File: config.mk
export PLATFORM = sky130hd
export DESIGN_NAME = msi_intc
export DESIGN_NICKNAME = d
export VERILOG_FILES = /design/src/rtl/msi_intc_pkg.sv /design/src/rtl/irq_line_fsm.sv /design/src/rtl/pend_bank.sv /design/src/rtl/msi_intc.sv
export SDC_FILE = /design/constraint.sdc
export NUM_CORES = 1
export LEC_CHECK = 0
export ABC_AREA = 1
export CORE_UTILIZATION = 45
export DETAILED_ROUTE_END_ITERATION = 10
export DONT_BUFFER_PORTS = 1
export MAX_ROUTING_LAYER = met4
export PLACE_DENSITY = 0.72
export SYNTH_ARGS = -nofsm -noshare
export SYNTH_HDL_FRONTEND = slang
export SYNTH_SLANG_ARGS = --single-unit
File: constraint.sdc
create_clock -name clk -period 1.5 [get_ports clk]
set_input_delay 0.15 -clock clk [delete_from_list [all_inputs] [get_ports clk]]
set_output_delay 0.15 -clock clk [all_outputs]
set_load 0.01 [all_outputs]
File: src/rtl/msi_intc_pkg.sv
package msi_intc_pkg;
    typedef enum logic [1:0] {
        ST_IDLE = 2'd0,
        ST_FIRE = 2'd1,
        ST_HOLD = 2'd2
    } irq_state_e;

    localparam logic [11:0] OFS_EOI      = 12'h050;
    localparam logic [11:0] OFS_DOORBELL = 12'h054;
    localparam logic [11:0] OFS_MSI_BASE = 12'h100;
    localparam logic [11:0] OFS_LEG_BASE = 12'h180;
    localparam logic [3:0]  SUB_STAT     = 4'h4;
    localparam logic [3:0]  SUB_ESET     = 4'h8;
    localparam logic [3:0]  SUB_ECLR     = 4'hC;
    localparam int          EOI_MSI_BASE = 4;
endpackage

File: src/rtl/irq_line_fsm.sv
module irq_line_fsm
    import msi_intc_pkg::*;
(
    input  logic clk,
    input  logic rst_n,
    input  logic active_i,
    input  logic eoi_i,
    output logic irq_o
);
    irq_state_e state_q, state_d;

    always_ff @(posedge clk) begin
        if (!rst_n) state_q <= ST_IDLE;
        else        state_q <= state_d;
    end

    always_comb begin
        state_d = state_q;
        unique case (state_q)
            ST_IDLE: if (active_i) state_d = ST_FIRE;
            ST_FIRE: begin
                if (eoi_i)          state_d = ST_HOLD;
                else if (!active_i) state_d = ST_IDLE;
            end
            ST_HOLD: state_d = active_i ? ST_FIRE : ST_IDLE;
            default: state_d = ST_IDLE;
        endcase
    end

    always_comb begin
        irq_o = (state_q == ST_FIRE);
    end


    eoi_drop_chk: assert property (@(posedge clk) disable iff (!rst_n)
        (irq_o && eoi_i) |=> !irq_o);


    refire_chk: assert property (@(posedge clk) disable iff (!rst_n)
        (state_q == ST_HOLD && active_i) |=> irq_o);


    idle_quiet_chk: assert property (@(posedge clk) disable iff (!rst_n)
        (!irq_o && !active_i) |=> !irq_o);
endmodule

File: src/rtl/pend_bank.sv
module pend_bank #(
    parameter int NUM_SLOT = 8,
    parameter int SLOT_W   = 4
) (
    input  logic                         clk,
    input  logic                         rst_n,
    input  logic [NUM_SLOT*SLOT_W-1:0]   set_i,
    input  logic [NUM_SLOT*SLOT_W-1:0]   w1c_i,
    input  logic [NUM_SLOT*SLOT_W-1:0]   eset_i,
    input  logic [NUM_SLOT*SLOT_W-1:0]   eclr_i,
    output logic [NUM_SLOT*SLOT_W-1:0]   stat_o,
    output logic [NUM_SLOT*SLOT_W-1:0]   en_o,
    output logic [NUM_SLOT-1:0]          active_o
);
    localparam int W = NUM_SLOT * SLOT_W;

    logic [W-1:0] stat_q, en_q;

    always_ff @(posedge clk) begin
        if (!rst_n) begin
            stat_q <= '0;
            en_q   <= '0;
        end else begin
            stat_q <= (stat_q & ~w1c_i) | set_i;
            en_q   <= (en_q | eset_i) & ~eclr_i;
        end
    end

    for (genvar s = 0; s < NUM_SLOT; s++) begin : g_slot
        assign active_o[s] = |(stat_q[s*SLOT_W +: SLOT_W] & en_q[s*SLOT_W +: SLOT_W]);
    end

    assign stat_o = stat_q;
    assign en_o   = en_q;


    set_wins_chk: assert property (@(posedge clk) disable iff (!rst_n)
        (|(set_i & w1c_i)) |=> ((stat_q & $past(set_i & w1c_i)) == $past(set_i & w1c_i)));


    w1c_clear_chk: assert property (@(posedge clk) disable iff (!rst_n)
        (|(w1c_i & ~set_i)) |=> ((stat_q & $past(w1c_i & ~set_i)) == '0));


    en_set_chk: assert property (@(posedge clk) disable iff (!rst_n)
        (|(eset_i & ~eclr_i)) |=> ((en_q & $past(eset_i & ~eclr_i)) == $past(eset_i & ~eclr_i)));
endmodule

File: src/rtl/msi_intc.sv
module msi_intc
    import msi_intc_pkg::*;
#(
    parameter int NUM_VEC = 32,
    parameter int NUM_GRP = 8,
    parameter int NUM_LEG = 4
) (
    input  logic               clk,
    input  logic               rst_n,
    input  logic               msi_valid,
    input  logic [31:0]        msi_data,
    input  logic               wr_en,
    input  logic [11:0]        wr_addr,
    input  logic [31:0]        wr_data,
    input  logic               rd_en,
    input  logic [11:0]        rd_addr,
    output logic               rd_valid,
    output logic [31:0]        rd_data,
    input  logic [NUM_LEG-1:0] intx_in,
    output logic [NUM_GRP-1:0] msi_irq,
    output logic [NUM_LEG-1:0] intx_irq
);
    localparam int GRP_BITS = NUM_VEC / NUM_GRP;

    logic [NUM_VEC-1:0] msi_set, msi_w1c, msi_eset, msi_eclr, msi_stat, msi_en;
    logic [NUM_LEG-1:0] leg_w1c, leg_eset, leg_eclr, leg_stat, leg_en;
    logic [NUM_GRP-1:0] msi_active, msi_eoi;
    logic [NUM_LEG-1:0] leg_active, leg_eoi;

    logic [11:0] w_moff, w_loff, r_moff, r_loff;
    logic        w_mhit, w_lhit, r_mhit, r_lhit;
    logic [7:0]  w_mslot, w_lslot, r_mslot, r_lslot;

    assign w_moff  = wr_addr - OFS_MSI_BASE;
    assign w_loff  = wr_addr - OFS_LEG_BASE;
    assign r_moff  = rd_addr - OFS_MSI_BASE;
    assign r_loff  = rd_addr - OFS_LEG_BASE;
    assign w_mhit  = (wr_addr >= OFS_MSI_BASE) && (w_moff < 12'(16 * NUM_GRP));
    assign w_lhit  = (wr_addr >= OFS_LEG_BASE) && (w_loff < 12'(16 * NUM_LEG));
    assign r_mhit  = (rd_addr >= OFS_MSI_BASE) && (r_moff < 12'(16 * NUM_GRP));
    assign r_lhit  = (rd_addr >= OFS_LEG_BASE) && (r_loff < 12'(16 * NUM_LEG));
    assign w_mslot = 8'(w_moff >> 4);
    assign w_lslot = 8'(w_loff >> 4);
    assign r_mslot = 8'(r_moff >> 4);
    assign r_lslot = 8'(r_loff >> 4);

    // MSI write decode: vector v lands in group v % NUM_GRP, bit v / NUM_GRP
    always_comb begin
        msi_set  = '0;
        msi_w1c  = '0;
        msi_eset = '0;
        msi_eclr = '0;
        msi_eoi  = '0;
        for (int g = 0; g < NUM_GRP; g++) begin
            for (int b = 0; b < GRP_BITS; b++) begin
                if (msi_valid && msi_data == 32'(b * NUM_GRP + g))
                    msi_set[g*GRP_BITS + b] = 1'b1;
                if (wr_en && wr_addr == OFS_DOORBELL && wr_data == 32'(b * NUM_GRP + g))
                    msi_set[g*GRP_BITS + b] = 1'b1;
                if (wr_en && w_mhit && w_mslot == 8'(g)) begin
                    if (wr_addr[3:0] == SUB_STAT) msi_w1c[g*GRP_BITS + b]  = wr_data[b];
                    if (wr_addr[3:0] == SUB_ESET) msi_eset[g*GRP_BITS + b] = wr_data[b];
                    if (wr_addr[3:0] == SUB_ECLR) msi_eclr[g*GRP_BITS + b] = wr_data[b];
                end
            end
            msi_eoi[g] = wr_en && wr_addr == OFS_EOI && wr_data == 32'(g + EOI_MSI_BASE);
        end
    end

    // Legacy write decode
    always_comb begin
        leg_w1c  = '0;
        leg_eset = '0;
        leg_eclr = '0;
        leg_eoi  = '0;
        for (int k = 0; k < NUM_LEG; k++) begin
            if (wr_en && w_lhit && w_lslot == 8'(k)) begin
                if (wr_addr[3:0] == SUB_STAT) leg_w1c[k]  = wr_data[0];
                if (wr_addr[3:0] == SUB_ESET) leg_eset[k] = wr_data[0];
                if (wr_addr[3:0] == SUB_ECLR) leg_eclr[k] = wr_data[0];
            end
            leg_eoi[k] = wr_en && wr_addr == OFS_EOI && wr_data == 32'(k);
        end
    end

    pend_bank #(.NUM_SLOT(NUM_GRP), .SLOT_W(GRP_BITS)) u_msi_bank (
        .clk      (clk),
        .rst_n    (rst_n),
        .set_i    (msi_set),
        .w1c_i    (msi_w1c),
        .eset_i   (msi_eset),
        .eclr_i   (msi_eclr),
        .stat_o   (msi_stat),
        .en_o     (msi_en),
        .active_o (msi_active)
    );

    pend_bank #(.NUM_SLOT(NUM_LEG), .SLOT_W(1)) u_leg_bank (
        .clk      (clk),
        .rst_n    (rst_n),
        .set_i    (intx_in),
        .w1c_i    (leg_w1c),
        .eset_i   (leg_eset),
        .eclr_i   (leg_eclr),
        .stat_o   (leg_stat),
        .en_o     (leg_en),
        .active_o (leg_active)
    );

    for (genvar g = 0; g < NUM_GRP; g++) begin : g_msi_line
        irq_line_fsm u_fsm (
            .clk      (clk),
            .rst_n    (rst_n),
            .active_i (msi_active[g]),
            .eoi_i    (msi_eoi[g]),
            .irq_o    (msi_irq[g])
        );
    end

    for (genvar k = 0; k < NUM_LEG; k++) begin : g_leg_line
        irq_line_fsm u_fsm (
            .clk      (clk),
            .rst_n    (rst_n),
            .active_i (leg_active[k]),
            .eoi_i    (leg_eoi[k]),
            .irq_o    (intx_irq[k])
        );
    end

    // Read mux, registered
    logic [31:0] rd_mux;
    always_comb begin
        rd_mux = '0;
        for (int g = 0; g < NUM_GRP; g++) begin
            if (r_mhit && r_mslot == 8'(g)) begin
                if (rd_addr[3:0] == SUB_STAT)
                    rd_mux = 32'(msi_stat[g*GRP_BITS +: GRP_BITS]);
                if (rd_addr[3:0] == SUB_ESET || rd_addr[3:0] == SUB_ECLR)
                    rd_mux = 32'(msi_en[g*GRP_BITS +: GRP_BITS]);
            end
        end
        for (int k = 0; k < NUM_LEG; k++) begin
            if (r_lhit && r_lslot == 8'(k)) begin
                if (rd_addr[3:0] == SUB_STAT)
                    rd_mux = 32'(leg_stat[k]);
                if (rd_addr[3:0] == SUB_ESET || rd_addr[3:0] == SUB_ECLR)
                    rd_mux = 32'(leg_en[k]);
            end
        end
    end

    always_ff @(posedge clk) begin
        if (!rst_n) begin
            rd_valid <= 1'b0;
            rd_data  <= '0;
        end else begin
            rd_valid <= rd_en;
            rd_data  <= rd_en ? rd_mux : '0;
        end
    end


    big_vec_ignored_chk: assert property (@(posedge clk) disable iff (!rst_n)
        (msi_valid && msi_data >= 32'(NUM_VEC) && !wr_en) |=> $stable(msi_stat));


    rd_valid_chk: assert property (@(posedge clk) disable iff (!rst_n)
        rd_en |=> rd_valid);


    reset_quiet_chk: assert property (@(posedge clk)
        !rst_n |=> (msi_irq == '0 && intx_irq == '0));
endmodule

* Yosys cells after proc, flatten, opt, wreduce, memory -nomap -nowiden
Index checks and enable logic that the tools add are counted.
** Operators by class
- Reduce and logical (&&, ||, !) cells :: 148
- Mux-type cells :: 280
- Bitwise logic cells :: 24
- Eq/ne operators :: 138
- $add $sub $neg :: 4
- Order comparisons :: 8
** Operators by type and width (number)
- 32-bit two-way mux :: 35
- 32-bit by 5-bit == test with 1-bit output, second input constant :: 32
- 32-bit by 4-bit == test with 1-bit output, second input constant :: 16
- 32-bit by 3-bit == test with 1-bit output, second input constant :: 8
- 1-bit two-way mux :: 196
- 32-bit by 2-bit == test with 1-bit output, second input constant :: 4
- 1-bit logical AND :: 108
- 2-bit two-way mux :: 36
- 2-bit one-hot mux with 3 select lines :: 12
- 32-bit bitwise AND :: 2
- 32-bit by 1-bit == test with 1-bit output, second input constant :: 2
- 8-bit by 2-bit == test with 1-bit output, second input constant :: 8
- 8-bit by 3-bit == test with 1-bit output, second input constant :: 8
- 32-bit zero test :: 2
- 32-bit NOT :: 2
- 32-bit OR :: 2
- 12-bit by 9-bit greater-or-equal comparator with 1-bit output, second input constant :: 4
- 12-bit by 9-bit subtractor with 12-bit output, second input constant :: 4
- 4-bit bitwise AND :: 10
- 3-bit inequality test, second input constant :: 12
- 8-bit by 1-bit == test with 1-bit output, second input constant :: 4
- 8-bit zero test :: 4
- 4-bit OR reduction :: 8
- 2-bit AND reduction :: 13
- 14 further kinds :: 70
** Storage, ports and cells
- Logic and storage cells :: 620
- Output and inout port bits :: 45
- Flip-flop bits (word level) :: 129
- Input port bits :: 97

* Logic depth before layout (Yosys ltp)
Gate-level depths: netlist of the first run.
- Word-level depth :: 38
- Gate-level depth with buffers :: 18
- Gate-level depth less buffers :: 18

* Cells and area by module
Synthesis of the first run repeated with hierarchy kept, for this count alone.
** Unflattened totals
- Cell total of the unflattened synthesis :: 1059
- Area total of the unflattened synthesis :: 6487.5 µm²
** Modules (own cells, without submodules)
- msi_intc :: area each 2761.4 µm², times used 1, seq. area each 100.1 µm², cells an instance 563
- pend_bank (u_msi_bank) :: area each 2556.2 µm², times used 1, seq. area each 1281.2 µm², cells an instance 335
- irq_line_fsm :: area each 71.3 µm², times used 12, seq. area each 40.0 µm², cells an instance 10
- pend_bank (u_leg_bank) :: area each 314.1 µm², times used 1, seq. area each 160.2 µm², cells an instance 41

* Worst setup path after synthesis of the first run
No wires, ideal clock.
- Path kind :: in2reg
- From :: input port wr_addr[9]
- To :: register u_msi_bank.stat_q[18], in the netlist u_msi_bank.stat_o[18]
- Required time :: 1391 ps
- Slack :: -84 ps
- Library setup time :: 109 ps
- Data arrival time :: 1475 ps
- Buffers on the path :: 0
- Stages on the path :: 11
- Cells stage by stage :: inv_1 > nand2_1 > or2_1 > inv_1 > nand2_1 > nor3_2 > inv_1 > o21ai_0 > o311ai_1 > nand2_1 > inv_1
** On the way
- Longest elaborated chain between the ends :: 9
- Elaborated cells on any way between the ends :: 15
- Those cells by class :: add/sub: 1; order compare: 2; eq/ne: 2; mux: 2; bitwise: 3; reduce/logical: 5
** RTL lines
- start: declaration :: RTL line msi_intc.sv:13 : input logic [11:0] wr_addr,
- 12-bit by 9-bit subtractor with 12-bit output :: RTL line msi_intc.sv:34 : assign w_moff = wr_addr - OFS_MSI_BASE;
- 12-bit by 8-bit less-than comparator with 1-bit output :: RTL line msi_intc.sv:38 : assign w_mhit = (wr_addr >= OFS_MSI_BASE) && (w_moff < 12'(16 * NUM_GRP));
- 1-bit logical AND :: RTL line msi_intc.sv:38
- 1-bit logical AND (2 in series) :: RTL line msi_intc.sv:60 : if (wr_en && w_mhit && w_mslot == 8'(g)) begin
- 1-bit two-way mux :: RTL line msi_intc.sv:60
- 32-bit NOT :: RTL line pend_bank.sv:24 : stat_q <= (stat_q & ~w1c_i) | set_i;
- 32-bit bitwise AND :: RTL line pend_bank.sv:24
- 32-bit OR (*) :: RTL line pend_bank.sv:24
- end signal: assignment :: RTL line pend_bank.sv:24
- end: declaration :: RTL line pend_bank.sv:17 : logic [W-1:0] stat_q, en_q;
Every way passes the cells marked *; elsewhere a longest branch is shown, timed or not.
A chain may end at the register's enable or synchronous reset.

* Worst setup path in the final report of the first run
- From :: register u_msi_bank.stat_q[2], in the netlist u_msi_bank.stat_o[2]
- To :: register rd_data[2]
** On the way
- Longest elaborated chain between the ends :: 36
** RTL lines
- 4-bit two-way mux (*) :: RTL line msi_intc.sv:136 : if (rd_addr[3:0] == SUB_STAT)
- 32-bit two-way mux (*) :: RTL line msi_intc.sv:138 : if (rd_addr[3:0] == SUB_ESET || rd_addr[3:0] == SUB_ECLR)
- 32-bit two-way mux (*) :: RTL line msi_intc.sv:135 : if (r_mhit && r_mslot == 8'(g)) begin
- 32-bit two-way mux :: RTL line msi_intc.sv:136
- 32-bit two-way mux :: RTL line msi_intc.sv:138
- 32-bit two-way mux (*) :: RTL line msi_intc.sv:135
- 32-bit two-way mux :: RTL line msi_intc.sv:136
- 32-bit two-way mux :: RTL line msi_intc.sv:138
- [20 not listed]
- 32-bit two-way mux :: RTL line msi_intc.sv:146 : if (rd_addr[3:0] == SUB_ESET || rd_addr[3:0] == SUB_ECLR)
- 32-bit two-way mux (*) :: RTL line msi_intc.sv:143 : if (r_lhit && r_lslot == 8'(k)) begin
- 32-bit two-way mux :: RTL line msi_intc.sv:144 : if (rd_addr[3:0] == SUB_STAT)
- 32-bit two-way mux :: RTL line msi_intc.sv:146
- 32-bit two-way mux (*) :: RTL line msi_intc.sv:143
- 32-bit two-way mux :: RTL line msi_intc.sv:144
- 32-bit two-way mux :: RTL line msi_intc.sv:146
- 32-bit two-way mux (*) :: RTL line msi_intc.sv:143
- end signal: assignment :: RTL line msi_intc.sv:158 : rd_data <= rd_en ? rd_mux : '0;
- end: declaration :: RTL line msi_intc.sv:18 : output logic [31:0] rd_data,
Marked as above.

==> metrics, run 1 <==
setup ws final=136 ps; initial antenna violation count=0; Placeable Area=13800 um^2; HPWL Detailed=15900 um; Layout area overhead=18.0%; Max-Cap Viols=0; routability-driven placement congestion ratio=0.979; design area=7500 um^2; CP Capture Type=flop; Syn Inst Count=949; vias post-DR=6828; first-pass GRT wire length=31500 um; P_leak=3.19 nW; Worst Hold Slack=105 ps; clock skew=6.18 ps; min cycle time layout=1360 ps; GRT Overall Usage=29.1%; total die area=14600 um^2; Clock Sink Count=101; Rows=43; VDD IR-drop max=0.000591 V; gr ovfl total=0; Synth area leader=dfxtp_1; Cell Area, Synth=6360 um^2; DP Worst Slack=-312 ps; Clk pin slew, worst setup/hold paths=70 ps; die width=121 um; Hold Vio Cnt, Final=0; pin count of the biggest net entering global routing=35; post-synthesis area per instance=6.70 um^2; most frequent cells in the layout=nand2_1, inv_1, nor2_1, dfxtp_1, buf_4; Syn. warnings=0; # H-tree levels=3; asr flop ratio synth=0%; Top FF cell, synth=dfxtp_1; post-DR wirelength/cell=16.9 um; data arrival time of the critical path=1650 ps; Synth Register Bits=101; DR pass1 iterations=6; DR DRC count=0; total detailed-routing wirelength=20400 um; Setup TNS=0 ps; Worst-Skew Late Latency=350 ps; Top delay family on crit path=simple AND/OR/NAND/NOR gates; Synth area leaders=dfxtp_1, nand2_1, inv_1, nand3_1, nor2_1; Antenna Cells=0; critical path startpoint category=flop; Via-to-Cell Ratio=5.65; layout cell share with drive strength beyond 1=15.9%; Num CTS Buffers=9; Cells after DPL=1184; Max Freq=733 MHz; Yosys top cell area share=31.8%; Crit-path slowest cell=dfxtp_2; Crit path required time=1790 ps; DP Area=7060 um^2; drt initial violations=549; Ports=142; synth unique cells=43; nets=1124; most common cell after layout, fill and taps aside=nand2_1; TritonCTS clock tree=built; die height=121 um; most frequent cell on the critical path=nand2_1; Slew Viols, Final=0; CP max stage delay=380 ps; Final ANT Viol Nets=0; crit path cell chain=nand3_1, nand2_1, nand2_1, nand2_1, nand2_1, nand2_1, nand2_1, nand2_1, nand2_1, nand2_1, nand2_1, nand2_1, nand2_1, nand2_1, nand2_1, a21oi_1; final std cells w/o fill=1208; Post-synth EDFFs=0; critical setup path kind=reg2reg; root buf cell=clkbuf_16; crit path buf inv count=0; Power Density=722 nW/um^2; HP Class=in2reg; starting density of the core=46.0%; worst-path maximum fanout=2; Period Utilization, post-route=90.9%; PortBufs=0; vias in the first global route=6079; Final setup viols=0; status=finished clean; CTS max path bufs=2; sequential fraction of the synthesis area=31.8%
[flip-flops by register name, summed over array words and instances, names as in the netlist]
| signal | flops |
|---|---|
| u_leg_bank.en_o | 4 |
| rd_valid | 1 |
| u_msi_bank.stat_o | 32 |
| g_leg_line.u_fsm.state_q | 8 |
| g_msi_line.u_fsm.state_q | 16 |
| rd_data | 4 |
| u_leg_bank.stat_o | 4 |
| u_msi_bank.en_o | 32 |
[kinds of logic (layout without fill, tap and decap cells)]
| kind of cell | count (synthesis) | in the layout | synth area share, % |
|---|---|---|---|
| xor gates and xnor gates | 3 | 3 | 0.413 |
| and+or+nand+nor | 448 | 448 | 32.5 |
| other | 1 | 28 | 0.0590 |
| buffers and inverters | 198 | 250 | 14.9 |
| DFF | 101 | 101 | 31.8 |
| AOI/OAI and AO/OA | 194 | 194 | 19.5 |
| adders and majority gates | 4 | 4 | 0.787 |
[power breakdown]
part	leakage, nW	internal, W	switching, W
combinational	2.24	0.000148	0.000307
sequential	0.820	0.00269	0.00000588
clock	0.135	0.00118	0.00109
[path summary, 6_finish.rpt]
path / startpoint / to / slack (ps) / depth (start not counted)
max: u_msi_bank.stat_o[2] / rd_data[2] / 140 / 16
max reg2reg: u_msi_bank.stat_o[2] / rd_data[2] / 140 / 16
min reg2reg: g_msi_line[2].u_fsm.state_q[1] / g_msi_line[2].u_fsm.state_q[1] / 450 / 1
min: rst_n / u_msi_bank.stat_o[20] / 100 / 3
[per-stage QoR]
stage	total power [W]	util (%)
2_1_floorplan	0.00310	-
3_3_place_gp	0.00316	51.1
3_5_place_dp	0.00317	51.1
4_1_cts	0.00544	53.7
5_1_grt	0.00560	54.2
6_report	0.00542	54.2
[metal layers]
| metal | global-route usage, % | vias up | part of all wire (%) |
|---|---|---|---|
| met3 | 8.30 | 58 | 11 |
| met5 | - | - | 0 |
| met1 | 36.8 | 3063 | 42 |
| li1 | - | 3309 | - |
| met4 | 11.9 | 0 | 4.0 |
| met2 | 43.5 | 398 | 42 |
[synthesized netlist by cell type, types with 3 or more instances]
| master | count |
|---|---|
| a22o_1 | 12 |
| a221oi_1 | 8 |
| buf_2 | 10 |
| o21ai_0 | 39 |
| nor2_2 | 3 |
| o311ai_1 | 8 |
| o311ai_0 | 6 |
| o211ai_1 | 8 |
| a21oi_1 | 57 |
| o22ai_1 | 17 |
| clkbuf_1 | 11 |
| nor4_1 | 22 |
| ha_1 | 4 |
| buf_4 | 41 |
| nor4_4 | 3 |
| nor2_1 | 105 |
| inv_2 | 6 |
| nand4_1 | 11 |
| nor3_1 | 24 |
| dfxtp_1 | 101 |
| nor3_2 | 4 |
| buf_1 | 3 |
| a211oi_1 | 36 |
| nand2_1 | 181 |
| nand3_1 | 84 |
| inv_1 | 123 |
[timing repair]
item | 4_1_cts | 5_1_grt
resized for setup | 0 | 19
setup buffers | 0 | 2
endpoints found under the setup margin | 0 | 25
endpoints found under the hold margin | 38 | 0
hold buffers | 6 | 0
[tightest hold or removal path, stage by stage]
cell	delay (ps)
buf_12	150
nand2_1	80
inv_1	30
[layout make-up]
type                       count  area (um^2)
inverter                     130          503
timing repair buffer         104          893
sequential                   101         2040
multi-input combinational    677         3560
clock inverter                 6         46.3
tap                          180          225
fill                        1353         6330
clock buffer                  10          239
Note: power is estimated with default switching activity, not from simulation.
==> inputs of run 2 (changes only) <==
--- a/config.mk
+++ b/config.mk
@@ -6,9 +6,11 @@
 export NUM_CORES = 1
 export LEC_CHECK = 0
 export ABC_AREA = 1
+export CAP_MARGIN = 20
 export CORE_UTILIZATION = 45
 export DETAILED_ROUTE_END_ITERATION = 10
 export DONT_BUFFER_PORTS = 1
+export GPL_TIMING_DRIVEN = 0
 export MAX_ROUTING_LAYER = met4
 export PLACE_DENSITY = 0.72
 export SYNTH_ARGS = -nofsm -noshare
==> run 2 against run 1 <==
Compared with the run above: flip-flop and latch count did not move; worst hold slack got worse by 54 ps; register-to-register slack got worse by 30 ps; die area did not move; sequential power barely moved; non-clock buffer count fell by 26; count of clock-buffer cells in the layout did not move; global-route usage fell by 0.62 points; highest routed layer unchanged; worst setup slack got worse by 65 ps; first-iteration DRC count fell by 3.5%.
==> metrics, run 2 (synthesized netlist as in run 1, its figures left out) <==
status=finished clean (unchanged); most common cell after layout, fill and taps aside=nand2_1 (unchanged); area occupied by multi-input gates=3620 um^2 (was 3560 um^2); Worst-Skew Late Latency=360 ps (was 350 ps); CTS max path bufs=2 (unchanged); root buf cell=clkbuf_16 (unchanged); Cells after DPL=1156 (was 1184); most frequent cells in the layout=nand2_1, inv_1, nor2_1, dfxtp_1, nand3_1 (was nand2_1, inv_1, nor2_1, dfxtp_1, buf_4); Crit path required time=1760 ps (was 1790 ps); worst-path maximum fanout=9 (was 2); Hold Vio Cnt, Final=0 (unchanged); Final Core Density=52.6% (was 54.2%); Top delay family on crit path=simple AND/OR/NAND/NOR gates (unchanged); vias in the first global route=5862 (was 6079); design area=7270 um^2 (was 7500 um^2); setup ws final=70.7 ps (was 136 ps); CP max stage delay=260 ps (was 380 ps); pin count of the biggest net entering global routing=18 (was 35); RSZ-0062 raised after global routing=yes; DR pass1 iterations=6 (unchanged); HPWL Detailed=15200 um (was 15900 um); crit path buf inv count=4 (was 0); CP Capture Type=flop (unchanged); filler cell count=1401 (was 1353); clock skew=5.86 ps (was 6.18 ps); die width=121 um (unchanged); critical setup path kind=in2reg (was reg2reg); crit path cell chain=nor2_1, inv_1, nor3_4, inv_1, nor2_2, inv_1, o21ai_0, o211ai_1, nand2_1, inv_1 (was nand3_1, nand2_1, nand2_1, nand2_1, nand2_1, nand2_1, nand2_1, nand2_1, nand2_1, nand2_1, nand2_1, nand2_1, nand2_1, nand2_1, nand2_1, a21oi_1); first-pass GRT wire length=30700 um (was 31500 um); layout cell share with drive strength beyond 1=13.2% (was 15.9%); Final setup viols=0 (unchanged); GRT Overall Usage=28.5% (was 29.1%); Final ANT Viol Nets=0 (unchanged); Worst Hold Slack=50.5 ps (was 105 ps); Power Density=790 nW/um^2 (was 722 nW/um^2); Clk pin slew, worst setup/hold paths=70 ps (about the same); Rows=43 (unchanged); starting density of the core=46.0% (unchanged); gr ovfl total=0 (unchanged); DR DRC count=0 (unchanged); post-DR wirelength/cell=16.6 um (was 16.9 um); critical path startpoint category=input pin (was flop); Ports=142 (unchanged); DP Worst Slack=-606 ps (was -312 ps); P_leak=3.04 nW (was 3.19 nW); Max-Cap Viols=0 (unchanged); Reg area=2040 um^2 (about the same); most frequent cell on the critical path=inv_1 (was nand2_1); die height=121 um (unchanged); TritonCTS clock tree=built (unchanged); nets=1098 (was 1124); Slew Viols, Final=0 (unchanged); PortBufs=0 (unchanged); total detailed-routing wirelength=19600 um (was 20400 um); Antenna Cells=0 (unchanged); HP Class=in2reg (unchanged); final std cells w/o fill=1182 (was 1208); initial antenna violation count=0 (unchanged); Period Utilization, post-route=95.3% (was 90.9%); total die area=14600 um^2 (unchanged); Slew headroom=46.7%; Tightest Pin Transition=796 ps; Via-to-Cell Ratio=5.61 (was 5.65); min cycle time layout=1430 ps (was 1360 ps); Placeable Area=13800 um^2 (unchanged); # H-tree levels=3 (unchanged); routability-driven placement congestion ratio=0.977 (was 0.979); VDD IR-drop max=0.000472 V (was 0.000591 V); Max Freq=700 MHz (was 733 MHz); Num CTS Buffers=9 (unchanged); data arrival time of the critical path=1690 ps (was 1650 ps); Clock Sink Count=101 (unchanged); vias post-DR=6626 (was 6828); DP Area=6730 um^2 (was 7060 um^2); drt initial violations=530 (was 549); Crit-path slowest cell=o21ai_0 (was dfxtp_2); Layout area overhead=14.4% (was 18.0%)
==> run 2: cell count changes in the layout (fill, tap and decap cells not counted), sizes merged <==
cell and delta:
buf -37, clkbuf +11, bufinv +2, clkinv -2
==> run 2: path summary, 6_finish.rpt <==
check,from,endpoint,slack (ps),depth (start not counted)
worst min-delay path,wr_addr[3],g_leg_line[0].u_fsm.state_q[1],50,3
worst min register to register,g_msi_line[0].u_fsm.state_q[1],g_msi_line[0].u_fsm.state_q[1],450,1
worst max-delay path,wr_addr[1],u_msi_bank.stat_o[24],70,10
worst max register to register,u_msi_bank.stat_o[2],rd_data[2],110,16
==> run 2: worst register-to-register path, delay by kind of cell, from the launching register on <==
family	cells	cell delay (ps)
AO/OA/AOI/OAI	1	120
AND/OR/NAND/NOR	15	860
flip-flops	1	370
==> run 2: layer usage <==
metal	GRT usage, %	wire (um)	up-vias
met4	15.6	911	0
met5	-	0	-
met1	37.5	8680	2988
met3	5.24	1620	52
met2	41.0	8380	316
li1	-	-	3270
==> run 2: final cells by class <==
cell class,count,share of cell area (%)
Buffer,68,6.39
Clock buffer,10,3.15
Clock inverter,6,1.31
Inverter,130,6.92
Multi-Input combinational cell,677,49.9
Sequential cell,101,28.1
Tap cell,180,3.10
Timing Repair Buffer,10,1.21
==> run 2: timing repair <==
action	CTS	global route
gates resized for setup	4	40
hold buffers	5	0
pin swaps	1	7
endpoints found under the setup margin	40	58
setup buffers	0	5
hold endpoints to repair	6	0
==> run 2: where the power goes <==
part	leakage (nW)	total (W)	internal, W	switching [W]
Clock	0.151	0.00259	0.00148	0.00111
Sequential	0.820	0.00269	0.00268	0.00000560
Combinational	2.07	0.000462	0.000148	0.000314
Total	3.04	0.00574	0.00431	0.00143
==> run 2: through the flow <==
step	total power (W)	TNS, ps
floorplan	0.00310	-185
global placement	0.00318	-24480
detailed placement	0.00318	-26470
CTS	0.00574	0
global route	0.00592	-230
finish	0.00574	0
